--- src/rtl/fifo_clr_pkg.sv ---
package fifo_clr_pkg;

    localparam int REG_W   = 8;
    localparam int NUM_CLR = 4;
    localparam int NUM_NAK = 3;
    localparam int NUM_EP  = 2;

    // clear channel indices
    localparam int CH_EP0_RD  = 0;
    localparam int CH_EP0_WR  = 1;
    localparam int CH_EP1_CPU = 2;
    localparam int CH_EP1_SIE = 3;

    // NAK flag indices
    localparam int NAK_EP0_RD = 0;
    localparam int NAK_EP0_WR = 1;
    localparam int NAK_EP1_IN = 2;

    localparam logic [REG_W-1:0] READ_VALUE = '0;

    typedef enum logic [1:0] {
        NAK_OFF   = 2'd0,
        NAK_BY_FW = 2'd1,
        NAK_BY_HW = 2'd2
    } nak_state_e;

    // bit position in the written byte that requests a channel
    function automatic int clr_bit(input int ch);
        case (ch)
            CH_EP0_RD:  return 0;
            CH_EP0_WR:  return 1;
            CH_EP1_CPU: return 4;
            default:    return 5;
        endcase
    endfunction

    // endpoint whose support enables a channel
    function automatic int clr_ep(input int ch);
        return (ch >= CH_EP1_CPU) ? 1 : 0;
    endfunction

    // channel that flushes the FIFO tied to a NAK flag
    function automatic int nak_ch(input int n);
        case (n)
            NAK_EP0_RD: return CH_EP0_RD;
            NAK_EP0_WR: return CH_EP0_WR;
            default:    return CH_EP1_SIE;
        endcase
    endfunction

endpackage

--- src/rtl/fifo_clr_decode.sv ---
module fifo_clr_decode
    import fifo_clr_pkg::*;
#(
    parameter int                ADDR_W   = 8,
    parameter logic [ADDR_W-1:0] CLR_ADDR = 8'h79
) (
    input  logic                clk_i,
    input  logic                rst_ni,
    input  logic                bus_wr_i,
    input  logic [ADDR_W-1:0]   bus_addr_i,
    input  logic [REG_W-1:0]    bus_wdata_i,
    input  logic [NUM_EP-1:0]   ep_support_i,
    input  logic                ep0_in_busy_i,
    input  logic                ep1_in_busy_i,
    input  logic                nak_ep0_wr_i,
    input  logic                nak_ep1_in_i,
    output logic [NUM_CLR-1:0]  clr_req_o,
    output logic [NUM_CLR-1:0]  clr_pulse_o
);

    logic wr_hit;
    logic [NUM_CLR-1:0] clr_q;

    assign wr_hit = bus_wr_i && (bus_addr_i == CLR_ADDR);

    for (genvar ch = 0; ch < NUM_CLR; ch++) begin : g_ch
        localparam int BITP = clr_bit(ch);
        localparam int EPN  = clr_ep(ch);
        logic blocked;

        if (ch == CH_EP0_WR) begin : g_lock0
            assign blocked = ep0_in_busy_i && nak_ep0_wr_i;
        end else if (ch == CH_EP1_SIE) begin : g_lock1
            assign blocked = ep1_in_busy_i && nak_ep1_in_i;
        end else begin : g_free
            assign blocked = 1'b0;
        end

        assign clr_req_o[ch] = wr_hit && bus_wdata_i[BITP]
                               && ep_support_i[EPN] && !blocked;

        always_ff @(posedge clk_i or negedge rst_ni) begin
            if (!rst_ni) clr_q[ch] <= 1'b0;
            else         clr_q[ch] <= clr_req_o[ch];
        end

        // a pulse always traces back to a register write of its bit
        p_pulse_src_r2: assert property (@(posedge clk_i) disable iff (!rst_ni)
            clr_q[ch] |-> $past(bus_wr_i && bus_wdata_i[BITP]));

        // unsupported endpoints never flush
        p_unsupported_r8: assert property (@(posedge clk_i) disable iff (!rst_ni)
            (!ep_support_i[EPN]) |=> !clr_q[ch]);
    end

    assign clr_pulse_o = clr_q;

    p_lock_sie_r4: assert property (@(posedge clk_i) disable iff (!rst_ni)
        (ep1_in_busy_i && nak_ep1_in_i) |=> !clr_q[CH_EP1_SIE]);

    p_lock_wr_r5: assert property (@(posedge clk_i) disable iff (!rst_ni)
        (ep0_in_busy_i && nak_ep0_wr_i) |=> !clr_q[CH_EP0_WR]);

endmodule

--- src/rtl/nak_flag_fsm.sv ---
module nak_flag_fsm
    import fifo_clr_pkg::*;
#(
    parameter bit KEEP_FW = 1'b0
) (
    input  logic clk_i,
    input  logic rst_ni,
    input  logic fw_set_i,
    input  logic hw_set_i,
    input  logic flush_i,
    output logic nak_o
);

    nak_state_e state_q, state_d;

    always_ff @(posedge clk_i or negedge rst_ni) begin
        if (!rst_ni) state_q <= NAK_OFF;
        else         state_q <= state_d;
    end

    always_comb begin
        state_d = state_q;
        unique case (state_q)
            NAK_OFF: begin
                if (fw_set_i)      state_d = NAK_BY_FW;
                else if (flush_i)  state_d = NAK_OFF;
                else if (hw_set_i) state_d = NAK_BY_HW;
            end
            NAK_BY_FW: begin
                if (fw_set_i)                 state_d = NAK_BY_FW;
                else if (flush_i && !KEEP_FW) state_d = NAK_OFF;
            end
            NAK_BY_HW: begin
                if (fw_set_i)     state_d = NAK_BY_FW;
                else if (flush_i) state_d = NAK_OFF;
            end
            default: state_d = NAK_OFF;
        endcase
    end

    always_comb begin
        nak_o = (state_q != NAK_OFF);
    end

    p_fw_set_r9: assert property (@(posedge clk_i) disable iff (!rst_ni)
        fw_set_i |=> (state_q == NAK_BY_FW));

    p_flush_wins_r12: assert property (@(posedge clk_i) disable iff (!rst_ni)
        (flush_i && hw_set_i && !fw_set_i && (state_q != NAK_BY_FW)) |=> !nak_o);

    if (KEEP_FW) begin : g_keep
        p_fw_kept_r7: assert property (@(posedge clk_i) disable iff (!rst_ni)
            (state_q == NAK_BY_FW) |=> nak_o);
    end else begin : g_drop
        p_flush_off_r6: assert property (@(posedge clk_i) disable iff (!rst_ni)
            (flush_i && !fw_set_i) |=> !nak_o);
    end

endmodule

--- src/rtl/fifo_clr_ctrl.sv ---
module fifo_clr_ctrl
    import fifo_clr_pkg::*;
#(
    parameter int                ADDR_W   = 8,
    parameter logic [ADDR_W-1:0] CLR_ADDR = 8'h79
) (
    input  logic                clk_i,
    input  logic                rst_ni,
    input  logic                bus_wr_i,
    input  logic                bus_rd_i,
    input  logic [ADDR_W-1:0]   bus_addr_i,
    input  logic [7:0]          bus_wdata_i,
    output logic [7:0]          bus_rdata_o,
    input  logic [1:0]          ep_support_i,
    input  logic                ep0_in_busy_i,
    input  logic                ep1_in_busy_i,
    input  logic [2:0]          fw_set_nak_i,
    input  logic [2:0]          hw_set_nak_i,
    output logic                nak_ep0_rd_o,
    output logic                nak_ep0_wr_o,
    output logic                nak_ep1_in_o,
    output logic                clr_ep0_rd_o,
    output logic                clr_ep0_wr_o,
    output logic                clr_ep1_cpu_o,
    output logic                clr_ep1_sie_o
);

    logic [NUM_CLR-1:0] clr_req;
    logic [NUM_CLR-1:0] clr_pulse;
    logic [NUM_NAK-1:0] nak;
    logic               rd_hit;

    assign rd_hit      = bus_rd_i && (bus_addr_i == CLR_ADDR);
    assign bus_rdata_o = rd_hit ? READ_VALUE : '0;

    fifo_clr_decode #(
        .ADDR_W   (ADDR_W),
        .CLR_ADDR (CLR_ADDR)
    ) u_decode (
        .clk_i         (clk_i),
        .rst_ni        (rst_ni),
        .bus_wr_i      (bus_wr_i),
        .bus_addr_i    (bus_addr_i),
        .bus_wdata_i   (bus_wdata_i),
        .ep_support_i  (ep_support_i),
        .ep0_in_busy_i (ep0_in_busy_i),
        .ep1_in_busy_i (ep1_in_busy_i),
        .nak_ep0_wr_i  (nak[NAK_EP0_WR]),
        .nak_ep1_in_i  (nak[NAK_EP1_IN]),
        .clr_req_o     (clr_req),
        .clr_pulse_o   (clr_pulse)
    );

    for (genvar n = 0; n < NUM_NAK; n++) begin : g_nak
        nak_flag_fsm #(
            .KEEP_FW (n == NAK_EP0_RD)
        ) u_flag (
            .clk_i    (clk_i),
            .rst_ni   (rst_ni),
            .fw_set_i (fw_set_nak_i[n]),
            .hw_set_i (hw_set_nak_i[n]),
            .flush_i  (clr_req[nak_ch(n)]),
            .nak_o    (nak[n])
        );
    end

    assign nak_ep0_rd_o  = nak[NAK_EP0_RD];
    assign nak_ep0_wr_o  = nak[NAK_EP0_WR];
    assign nak_ep1_in_o  = nak[NAK_EP1_IN];
    assign clr_ep0_rd_o  = clr_pulse[CH_EP0_RD];
    assign clr_ep0_wr_o  = clr_pulse[CH_EP0_WR];
    assign clr_ep1_cpu_o = clr_pulse[CH_EP1_CPU];
    assign clr_ep1_sie_o = clr_pulse[CH_EP1_SIE];

    // a read never returns anything but zero
    p_read_zero_r1: assert property (@(posedge clk_i) disable iff (!rst_ni)
        bus_rd_i |-> (bus_rdata_o == 8'h00));

    // a sie-side flush drops the endpoint-1 IN NAK unless firmware re-sets it
    p_sie_flush_nak_r6: assert property (@(posedge clk_i) disable iff (!rst_ni)
        (clr_req[CH_EP1_SIE] && !fw_set_nak_i[NAK_EP1_IN]) |=> (!nak_ep1_in_o && clr_ep1_sie_o));

endmodule

--- config.mk ---
export PLATFORM = sky130hd
export DESIGN_NAME = fifo_clr_ctrl
export DESIGN_NICKNAME = d
export VERILOG_FILES = /design/src/rtl/fifo_clr_pkg.sv /design/src/rtl/fifo_clr_decode.sv /design/src/rtl/nak_flag_fsm.sv /design/src/rtl/fifo_clr_ctrl.sv
export SDC_FILE = /design/constraint.sdc
export NUM_CORES = 1
export LEC_CHECK = 0
export BUFFER_PORTS_ARGS = -buffer_cell sky130_fd_sc_hd__buf_4
export CORE_UTILIZATION = 30
export DETAILED_ROUTE_END_ITERATION = 8
export GPL_TIMING_DRIVEN = 1
export HOLD_SLACK_MARGIN = 0.1
export PLACE_DENSITY = 0.59
export SLEW_MARGIN = 40
export SYNTH_ARGS = -nofsm -noshare
export SYNTH_HDL_FRONTEND = slang
export SYNTH_HIERARCHICAL = 1
export SYNTH_SLANG_ARGS = --single-unit
export TNS_END_PERCENT = 10
--- constraint.sdc ---
create_clock -name clk_i -period 2.2 [get_ports clk_i]
set_clock_uncertainty 0.15 [all_clocks]
set_input_delay 0.33 -clock clk_i [delete_from_list [all_inputs] [get_ports clk_i]]
set_output_delay 0.33 -clock clk_i [all_outputs]
set_load 0.005 [all_outputs]
Word-level counts from Yosys, hierarchy flattened
Cells that the tools add are included.

Output and inout bits: 15. Input bits: 30. Bits in registers: 10.

Eq/ne operators: 14. Reductions and logical operators: 26. Mux-type cells: 19.

Operators with widths (count): 2-to-1 mux 2 bit (16); logical AND 1 bit (13); != test 4 x 3 -> 1 bit (second input constant) (3); equality test 8 x 7 -> 1 bit (second input constant) (1); case mux 2 bit (2 select lines) (2); equality test 2 x 1 -> 1 bit (second input constant) (3); equality test 2 bit (second input constant) (3); logical NOT 2 bit (3); != test 3 x 1 -> 1 bit (second input constant) (2); case mux 2 bit (3 select lines) (1); nonzero test 2 bit (3); AND reduction 2 bit (2); OR reduction 2 bit (2); != test 3 x 2 -> 1 bit (second input constant) (1); AND reduction 3 bit (1); logical NOT 1 bit (2); != test 2 bit (second input constant) (1).

Longest topological paths before layout
Word-level depth: 8. Depth in mapped cells: 6. Depth with buffers taken out: 6.

Cells and area by module
Netlist, hierarchy kept.

By module, submodules not included: nak_flag_fsm at g_nak[1].u_flag ... (seq. area each 50.0 um^2, cells an instance 16, area each 145.1 um^2, instances 2); fifo_clr_decode (seq. area each 100.1 um^2, cells an instance 16, area each 185.2 um^2, instances 1); nak_flag_fsm at g_nak[0].u_flag (seq. area each 50.0 um^2, cells an instance 7, area each 86.3 um^2, instances 1); fifo_clr_ctrl (seq. area each 0.0 um^2, cells an instance 9, area each 63.8 um^2, instances 1).

Least setup slack after synthesis
No wires, ideal clock.

Path type: input -> register. Start point: input bus_addr_i[2]. End point: register g_nak[2].u_flag.state_q[0]. Arrival: 1.480 ns. Path buffers: 0. Library setup time: 0.119 ns. Setup slack: 0.451 ns. Required time: 1.931 ns. Stages: 5. Cell sequence: and4bb_1 nand3_2 a2111oi_1 o31ai_1 o21a_1.

Word-level cells in the longest chain between the ends: 8. Elaborated cells between the ends (all ways): 11. Those cells by class: eq/ne: 3; mux: 3; reduce/logical: 5.

RTL lines: start: declaration (RTL line fifo_clr_ctrl.sv:11) `input logic [ADDR_W-1:0] bus_addr_i,`; equality test 8 x 7 -> 1 bit (*) (RTL line fifo_clr_decode.sv:24) `assign wr_hit = bus_wr_i && (bus_addr_i == CLR_ADDR);`; logical AND 1 bit (*) (RTL line fifo_clr_decode.sv:24); logical AND 1 bit (*) (RTL line fifo_clr_decode.sv:39) `assign clr_req_o[ch] = wr_hit && bus_wdata_i[BITP]`; logical AND 1 bit (*) (2 in series) (RTL line fifo_clr_decode.sv:40) `&& ep_support_i[EPN] && !blocked;`; named net clr_req[3] (RTL line fifo_clr_ctrl.sv:28) `logic [NUM_CLR-1:0] clr_req;`; 2-to-1 mux 2 bit (RTL line nak_flag_fsm.sv:26) `else if (flush_i) state_d = NAK_OFF;`; 2-to-1 mux 2 bit (RTL line nak_flag_fsm.sv:25) `if (fw_set_i) state_d = NAK_BY_FW;`; case mux 2 bit (2 select lines) (RTL line nak_flag_fsm.sv:23) `unique case (state_q)`; end signal: assignment (RTL line nak_flag_fsm.sv:18) `else state_q <= state_d;`; end: declaration (RTL line nak_flag_fsm.sv:14) `nak_state_e state_q, state_d;`.

The timed path passes the listed nets; every way through them passes the cells marked *. A chain may end at the register's enable or synchronous reset.

Worst setup path in the final report
Start point: register g_nak[2].u_flag.state_q[0]. End point: register g_nak[2].u_flag.state_q[0].

Word-level cells in the longest chain between the ends: 7. Elaborated cells between the ends (all ways): 14. Those cells by class: eq/ne: 4; mux: 3; reduce/logical: 7.

RTL lines: nonzero test 2 bit (*) (RTL line nak_flag_fsm.sv:42) `nak_o = (state_q != NAK_OFF);`; logical AND 1 bit (*) (RTL line fifo_clr_decode.sv:34) `assign blocked = ep1_in_busy_i && nak_ep1_in_i;`; logical NOT 1 bit (*) (RTL line fifo_clr_decode.sv:40); logical AND 1 bit (*) (RTL line fifo_clr_decode.sv:40); named net clr_req[3] (RTL line fifo_clr_ctrl.sv:28); 2-to-1 mux 2 bit (RTL line nak_flag_fsm.sv:26); 2-to-1 mux 2 bit (RTL line nak_flag_fsm.sv:25); case mux 2 bit (2 select lines) (RTL line nak_flag_fsm.sv:23).

Marked as above.

==> flow_summary.json <==
{
  "outcome": "finished, final reports clean",
  "finalNonFillerCells": 129,
  "syn-instance-count": 64,
  "power.total_mw": 0.662,
  "worstSetupStartpointType": "flip-flop",
  "die_h_um": 47.7,
  "path_class": "reg2reg",
  "vdd_drop_max_v": 0.000273,
  "synth-seq-cells": 10,
  "post_cts_buffers": 0,
  "hold_viol_final": 0,
  "report.final.slew_viol_count": 0,
  "synth_edf_count": 0,
  "drtAntennaViolNets": 0,
  "slowest_delay_ps": 380,
  "die_w_um": 47.7,
  "slowest_stage": "dfrtp_1",
  "p_sw_mw": 0.226,
  "final_area_um2": 928,
  "setup.worst_path.start": "g_nak[2].u_flag/state_q[0]",
  "drv_cap": 0,
  "dr.pass1.iters": 4,
  "worstHoldPathCells": 2,
  "root_buffer": "clkbuf_4",
  "crit_chain": "inv_1 > ha_1 > inv_1 > a2111oi_1 > buf_4 > o31ai_1 > o21a_1",
  "cts.path.max_buffers": 2,
  "fp.dieArea_um2": 2270,
  "clkSinkCount": 10,
  "cp_data_required_time_ps": 2200,
  "ys.flop_type": "dfrtp_1",
  "row_count": 16,
  "arrival_ps": 1710,
  "cts_tree": "done",
  "power.share.sequential": 0.354,
  "reg2reg_depth": 7,
  "grt_pass1_wl_um": 2000,
  "crit_top_cell": "inv_1",
  "synth_cell_type_count": 23,
  "cp_max_fo": 3,
  "intPower_mw": 0.436,
  "core-area_um2": 1960,
  "hp-class": "in2reg",
  "cts_resized": 0,
  "grt_util_all_layers": 0.127,
  "ios": 45,
  "dr_total_vias": 542,
  "clk_latency_ps": 250,
  "drtIter0Drc": 5,
  "swShare": 0.341,
  "rsz0062_at_grt": "no",
  "setup_tns_ps": 0,
  "gp_congestion": 0.784,
  "dp_hpwl_um": 1100,
  "post_dp_cell_area_um2": 866,
  "grt_pass1_vias": 502,
  "finalSetupViolations": 0,
  "fmax_mhz": 585,
  "avgRoutedWirePerCell_um": 10.1,
  "synth_warnings": 6,
  "period_minus_slack_ps": 1710,
  "syn_to_final_growth_pct": 48.4,
  "final_nets": 138,
  "synth.avg_cell_area_um2": 9.78,
  "n_antenna_cell": 0,
  "holdWs_ps": 131,
  "drc": 0,
  "netlist_area_um2": 626,
  "r2r_start": "g_nak[2].u_flag/state_q[0]",
  "dp.cells": 122,
  "async_reset_ff_frac": 1.00,
  "via_per_inst": 4.20,
  "grt_max_degree": 11,
  "grt_antenna_before_repair": 0,
  "combinationalPowerShare": 0.466,
  "cts_inserted_buffers": 3,
  "drive_above_1_share": 0.402,
  "grt_overflow": 0,
  "port_buffers": 31,
  "leakage_nw": 0.467,
  "pwr-share-clk": 0.180,
  "finalCritPeriodShare": 0.778,
  "ys_seq_area_frac": 0.400,
  "initial_core_util": 0.319,
  "p_per_area_nw_per_um2": 713,
  "h-tree-depth": 1,
  "wl_um": 1310,
  "clkTransAtPathRegs_ps": 60,
  "hp-start": "ep0_in_busy_i",
  "critical_path.endpoint_type": "flip-flop"
}
sequential cells by signal, indices dropped and copies added (netlist names):
| register | flops |
|---|---|
| u_decode/clr_pulse_o | 4 |
| g_nak.u_flag/state_q | 6 |
worst paths after layout:
kind	slack, ps	endpoint
worst max-delay path	490	g_nak[2].u_flag/state_q[0]
worst min-delay path	130	u_decode/clr_pulse_o[1]
worst max register to register	490	g_nak[2].u_flag/state_q[0]
worst min register to register	320	g_nak[0].u_flag/state_q[1]
max in group asynchronous	1470	g_nak[1].u_flag/state_q[1]
min in group asynchronous	280	u_decode/clr_pulse_o[2]
timing repair:
action                     CTS  global route
hold endpoints to repair    13             0
setup endpoints to repair    0             0
hold buffers                 4             0
layout make-up:
class,instances,area [µm²]
sequential,10,250
clock buffer,3,22.5
inverter,7,26.3
fill,199,1030
multi-input combinational,46,315
timing repair buffer,36,280
tap,27,33.8
logic make-up (layout without fill, tap and decap cells):
logic type / after synthesis / in the layout / share of synthesized area
simple gates: 21 / 21 / 0.200
buf+inv: 15 / 46 / 0.138
compound gates: 12 / 12 / 0.160
flops: 10 / 10 / 0.400
fa+ha+maj: 4 / 4 / 0.0800
other cells: 1 / 8 / 0.00599
mux: 1 / 1 / 0.0160
power by group through the flow:
stage          logic [mW]  clock network, mW  registers, mW
3_3_place_gp        0.295                  0          0.237
3_5_place_dp        0.306                  0          0.238
4_1_cts             0.313              0.125          0.234
5_1_grt             0.348              0.137          0.237
2_1_floorplan       0.204                  0          0.232
6_report            0.308              0.119          0.235
worst max-delay path: cells and delay by family, from the launching register on:
kind	cells	cell delay, ps
fa+ha+maj	1	190
buf+inv	3	360
flops	1	380
compound gates	3	510
cell usage after synthesis (3+ instances only):
cell / number / share of area
buf_4: 8 / 0.096
dfrtp_1: 10 / 0.40
ha_1: 4 / 0.080
inv_1: 7 / 0.042
nand2_1: 3 / 0.018
nor2_1: 5 / 0.030
nor2b_1: 3 / 0.030
metal layers:
metal,vias to the layer above,global-route usage,share of wire
met4,0,0.0333,0
met1,240,0.159,0.45
li1,280,-,-
met2,22,0.205,0.48
met3,0,0.0491,0.067
met5,-,0,0
placed cells by master (no fill, tap or decap):
cell	instances
or2_2	1
nor4_2	1
and4bb_1	1
dlygate4sd3_1	4
mux2i_1	1
conb_1	8
a211oi_2	2
nand3_1	2
o21a_1	2
nand3_2	1
ha_1	4
clkbuf_4	3
a2111oi_2	1
o31ai_1	2
a2111oi_1	1
o21ai_1	2
nand2b_1	2
inv_1	7
buf_4	32
a21oi_1	2
nand2_1	3
nor2b_1	3
dfrtp_1	10
nand4_1	2
nor2_1	5
metrics by stage:
| stage | setup slack [ps] | util |
|---|---|---|
| final | 489 | 0.473 |
| after global routing | 333 | 0.473 |
| after CTS | 471 | 0.473 |
| after detailed placement | 348 | 0.441 |
| after global placement | 349 | 0.441 |
| after floorplan | 451 | - |
Note: power is estimated with default switching activity, not from simulation.
